File: src/rtl/cordic_givens.sv
`timescale 1ns/1ps
module cordic_givens #(
  parameter int W     = 16,
  parameter int ITER  = 12,
  parameter int GUARD = 4
) (
  input  logic                clk,
  input  logic                rst_n,
  input  logic                in_valid,
  input  logic                in_rotate,
  input  logic signed [W-1:0] in_x,
  input  logic signed [W-1:0] in_y,
  input  logic [ITER+1:0]     in_dirs,
  output logic                out_valid,
  output logic signed [W:0]   out_x,
  output logic signed [W:0]   out_y,
  output logic [ITER+1:0]     out_dirs
);

  localparam int IW  = W + 2 + GUARD;
  localparam int DW  = ITER + 2;
  localparam int TOL = (1 << (W - ITER + 1)) + 4;

  logic signed [IW-1:0] px [0:ITER];
  logic signed [IW-1:0] py [0:ITER];
  logic [DW-1:0]        pd [0:ITER];
  logic [ITER:0]        pv, pm;

  logic signed [IW-1:0] nx [0:ITER-1];
  logic signed [IW-1:0] ny [0:ITER-1];
  logic [DW-1:0]        nd [0:ITER-1];
  logic                 om;

  // quarter-turn pre-rotation
  logic signed [IW-1:0] ex, ey, x0, y0;
  logic                 pre_en, pre_neg;
  logic [DW-1:0]        d0;

  assign ex      = IW'(in_x) <<< GUARD;
  assign ey      = IW'(in_y) <<< GUARD;
  assign pre_en  = in_rotate ? in_dirs[0] : in_x[W-1];
  assign pre_neg = in_rotate ? in_dirs[1] : in_y[W-1];
  assign x0      = !pre_en ? ex : (pre_neg ? -ey : ey);
  assign y0      = !pre_en ? ey : (pre_neg ? ex : -ex);
  assign d0      = in_rotate ? in_dirs : {{ITER{1'b0}}, pre_neg, pre_en};

  // micro-rotations: vectoring decides, rotation replays the stored bit
  always_comb begin
    for (int k = 0; k < ITER; k++) begin
      logic up;
      up    = pm[k] ? pd[k][2+k] : !py[k][IW-1];
      nx[k] = up ? px[k] + (py[k] >>> k) : px[k] - (py[k] >>> k);
      ny[k] = up ? py[k] - (px[k] >>> k) : py[k] + (px[k] >>> k);
      nd[k] = pd[k];
      nd[k][2+k] = up;
    end
  end

  always_ff @(posedge clk or negedge rst_n) begin
    if (!rst_n) begin
      pv        <= '0;
      out_valid <= 1'b0;
    end else begin
      pv        <= {pv[ITER-1:0], in_valid};
      out_valid <= pv[ITER];
    end
  end

  always_ff @(posedge clk) begin
    px[0] <= x0;
    py[0] <= y0;
    pd[0] <= d0;
    pm    <= {pm[ITER-1:0], in_rotate};
    for (int k = 0; k < ITER; k++) begin
      px[k+1] <= nx[k];
      py[k+1] <= ny[k];
      pd[k+1] <= nd[k];
    end
  end

  // gain correction ~0.607239, then round off guard bits
  function automatic logic signed [W:0] fin(input logic signed [IW-1:0] v);
    logic signed [IW-1:0] s;
    s = (v >>> 1) + (v >>> 3) - (v >>> 6) - (v >>> 9) - (v >>> 12) + (v >>> 14);
    s = s + IW'(1 << (GUARD - 1));
    return s[GUARD +: W+1];
  endfunction

  always_ff @(posedge clk) begin
    out_x    <= fin(px[ITER]);
    out_y    <= fin(py[ITER]);
    out_dirs <= pd[ITER];
    om       <= pm[ITER];
  end


  reset_release_chk: assert property (@(posedge clk) disable iff (!rst_n)
    $past(!rst_n) |-> !out_valid);


  pre_half_plane_chk: assert property (@(posedge clk) disable iff (!rst_n)
    (pv[0] && !pm[0]) |-> !px[0][IW-1]);


  vec_mag_sign_chk: assert property (@(posedge clk) disable iff (!rst_n)
    (out_valid && !om) |-> !out_x[W]);


  vec_residual_chk: assert property (@(posedge clk) disable iff (!rst_n)
    (out_valid && !om) |-> (out_y <= TOL && out_y >= -TOL));

endmodule

File: config.mk
export PLATFORM = sky130hd
export DESIGN_NAME = cordic_givens
export DESIGN_NICKNAME = d
export VERILOG_FILES = /design/src/rtl/cordic_givens.sv
export SDC_FILE = /design/constraint.sdc
export NUM_CORES = 2
export LEC_CHECK = 0
export BUFFER_PORTS_ARGS = -buffer_cell sky130_fd_sc_hd__buf_2
export CORE_ASPECT_RATIO = 1.25
export CORE_MARGIN = 5
export CORE_UTILIZATION = 65
export CTS_BUF_LIST = sky130_fd_sc_hd__clkbuf_16
export DETAILED_ROUTE_END_ITERATION = 10
export HOLD_SLACK_MARGIN = 0.03
export PLACE_DENSITY = 0.82
export SLEW_MARGIN = 20
export SYNTH_ARGS = -nofsm -noshare
export SYNTH_HDL_FRONTEND = slang
export SYNTH_SLANG_ARGS = --single-unit
File: constraint.sdc
create_clock -name clk -period 15.5 [get_ports clk]
set_input_delay 3.1 -clock clk [delete_from_list [all_inputs] [get_ports clk]]
set_output_delay 3.1 -clock clk [all_outputs]
set_load 0.1 [all_outputs]
==> run metrics <==
status complete, no violations; die width 266 um; GPL Wtd Cong 0.943; row cnt 117; Die Y 331 um; worst hold slack 321 ps; die area 88100 um2; core outline area 81500 um2; DP HPWL 102000 um; Initial Utilization 65.5%; max frequency 189 MHz; CTS Buf Count 83; total wire length 129000 um; Crit Path Category reg2reg; RSZ-0062 raised after global routing false; vias 43700; Final Cycle Share 34.1%; metal3 WL 7260 um; Via density 6.02; Max FO, Critical Path 19; #FFs+latches synth 799; top cell type's share of synthesized area 29.4%; IO Port Bufs 98; Gate Count Post-Synth 6029; EDFF count, synth 0; ANT nets after route 0; syn avg cell area 8.86 um2; synthesis-to-finish area growth 8.28%; final hold viol count 0; Startpoint Class register; area leader, netlist dfxtp_1; All-Layer GR Usage 28.7%; Max Transition Viols Final 0; top sig layer met4; grt ovf 0; wire per inst 17.8 um; clk slew on worst S/H paths 70 ps; Met2 Wirelength 63400 um; DRC Markers 0; Post-Syn Nets 6837; first-pass GRT wire length 211000 um; boundary pin count 99; number of global-route vias before repair 42800; Synth Flop Type dfxtp_1; TritonCTS clock tree yes; Worst Clk Skew 17.4 ps; Least-Margin Pin Slew 1040 ps; final cell count without fillers 7257; Root Buffer clkbuf_16; CTS H-Tree Depth 3; DRT iter0 DRCs 2798; deepest clock path buffer count 3; largest net degree at the start of global routing 46; Hold Path Class reg2reg; DRT Pass-1 Iters 8; WP data required 16070 ps; Antenna Cells 0; Cell variety after synth 85; setup bufs post-CTS 0; CP endpoint kind register; yosys warns 0; PostCTS Resize Cnt 0; initial antenna violation count 2; Synth area leaders dfxtp_1 (29%), ha_1 (15%), xnor2_1 (8.5%); Clk Latency, worst-skew pair 650 ps; Met1 Wirelength 52100 um; DP Cell Count 7107; Setup-failing EPs final 0; share of cells above drive strength 1 4.77%; Period minus WS final 5280 ps; clock sink count 799; Worst EP arrival 5850 ps; ys async rst share 1.75%; Max Cap Viol 0; Hold-fix buffers, CTS 0; sequential share of the synthesized area 30.1%; worst rel slew slack 30.6%; fin nets 6929; setup tns final 0 ps; Synth Cell Area 53400 um2
## cells in the final DEF, fill, tap and decap left out, types with 14 or more instances in the layout
master,instances
or4_1,15
or3_1,27
nor4_1,51
fa_1,136
nor2_1,451
o31ai_1,47
a211oi_1,63
ha_1,622
a41oi_1,14
a31oi_1,74
clkinv_1,14
o21a_1,101
o21bai_1,61
and2_1,49
buf_2,98
o21ai_0,307
nand2_1,306
mux2i_1,41
a21oi_1,600
nand3_1,68
xnor2_1,521
nor3_1,141
a211o_1,16
o31a_1,20
a31o_2,16
nor2b_1,79
dfrtp_1,14
xor2_1,268
nand4_1,39
a21o_1,181
and3_1,36
o211ai_1,20
nand2b_1,73
a21boi_0,35
inv_1,432
dfxtp_1,785
o41ai_1,34
clkbuf_16,87
## worst paths after layout
check,from,to,slack [ps],depth (start not counted)
worst max-delay path,py[6][21],out_y[15],10220,17
worst min-delay path,pd[12][3],out_dirs[3],320,0
worst max register to register,py[6][21],out_y[15],10220,17
worst min register to register,pd[12][3],out_dirs[3],320,0
max in group asynchronous,rst_n,pv[5],12930,1
min in group asynchronous,rst_n,pv[11],2340,1
## cell type report
cell class | instances | area [um2]
clock buffers | 87 | 2180
clock inverters | 63 | 684
fillers | 6345 | 23700
inverters | 426 | 1600
multi-input cells | 4700 | 35400
flip-flops and latches | 799 | 16100
well taps | 1071 | 1340
repair buffers | 111 | 588
## registers in the layout, indices dropped and copies added (netlist names)
signal	flops
pv	13
out_x	17
pm	12
px	273
out_y	17
pd	182
out_dirs	14
out_valid	1
py	270
## cells by family after synthesis
kind of cell	Yosys count	synth area share, %
AOI/OAI and AO/OA	1698	19.9
adders and majority gates	758	19.7
and+or+nand+nor	1409	12.8
xor gates and xnor gates	790	13.0
buffers and inverters	530	3.74
DFF	799	30.1
muxes	45	0.848
## per-stage QoR
stage / util [%] / worst slack (ps) / area, um2
CTS: 70.9 / 10230 / 57800
finish: 70.9 / 10220 / 57800
global route: 70.9 / 9890 / 57800
global placement: 67.4 / 10060 / 55000
floorplan: - / 10610 / 53400
detailed placement: 67.4 / 9960 / 55000
## worst max-delay path, stage by stage (launching register included)
cell and delay [ps]:
dfxtp_1 560, inv_1 480, fa_1 640, inv_1 50, fa_1 530, inv_1 50, fa_1 470, inv_1 40
ha_1 270, ha_1 340, a21o_1 200, a21oi_1 140, o21ai_0 130, a221oi_1 510, nor3b_1 170, a31o_2 300
a21oi_1 190, xnor2_1 130
## routing by layer
metal | track usage [%] | up-vias
li1 | - | 21500
met3 | 3.77 | 377
met4 | 13.8 | 0
met2 | 51.1 | 1375
met1 | 34.1 | 20400
met5 | 0 | -
## cell usage after synthesis (13+ instances only)
cell      instances
dfxtp_1         785
ha_1            622
a21oi_1         600
xnor2_1         521
nor2_1          451
inv_1           422
o21ai_0         308
nand2_1         306
xor2_1          268
a21o_1          181
nor3_1          141
fa_1            136
o21a_1          101
clkbuf_1         87
nor2b_1          79
a31oi_1          74
nand2b_1         73
nand3_1          68
a211oi_1         63
o21bai_1         61
nor4_1           51
and2_1           49
o31ai_1          47
mux2i_1          43
nand4_1          39
and3_1           36
a21boi_0         35
o41ai_1          34
or3_1            27
o211ai_1         20
o31a_1           20
a211o_1          16
a31o_2           16
or4_1            15
a41oi_1          14
dfrtp_1          14
a221oi_1         13
or2_2            13
Power is not shown: default switching activity piles up to over one toggle a cycle in this logic, so the estimate is an artifact.
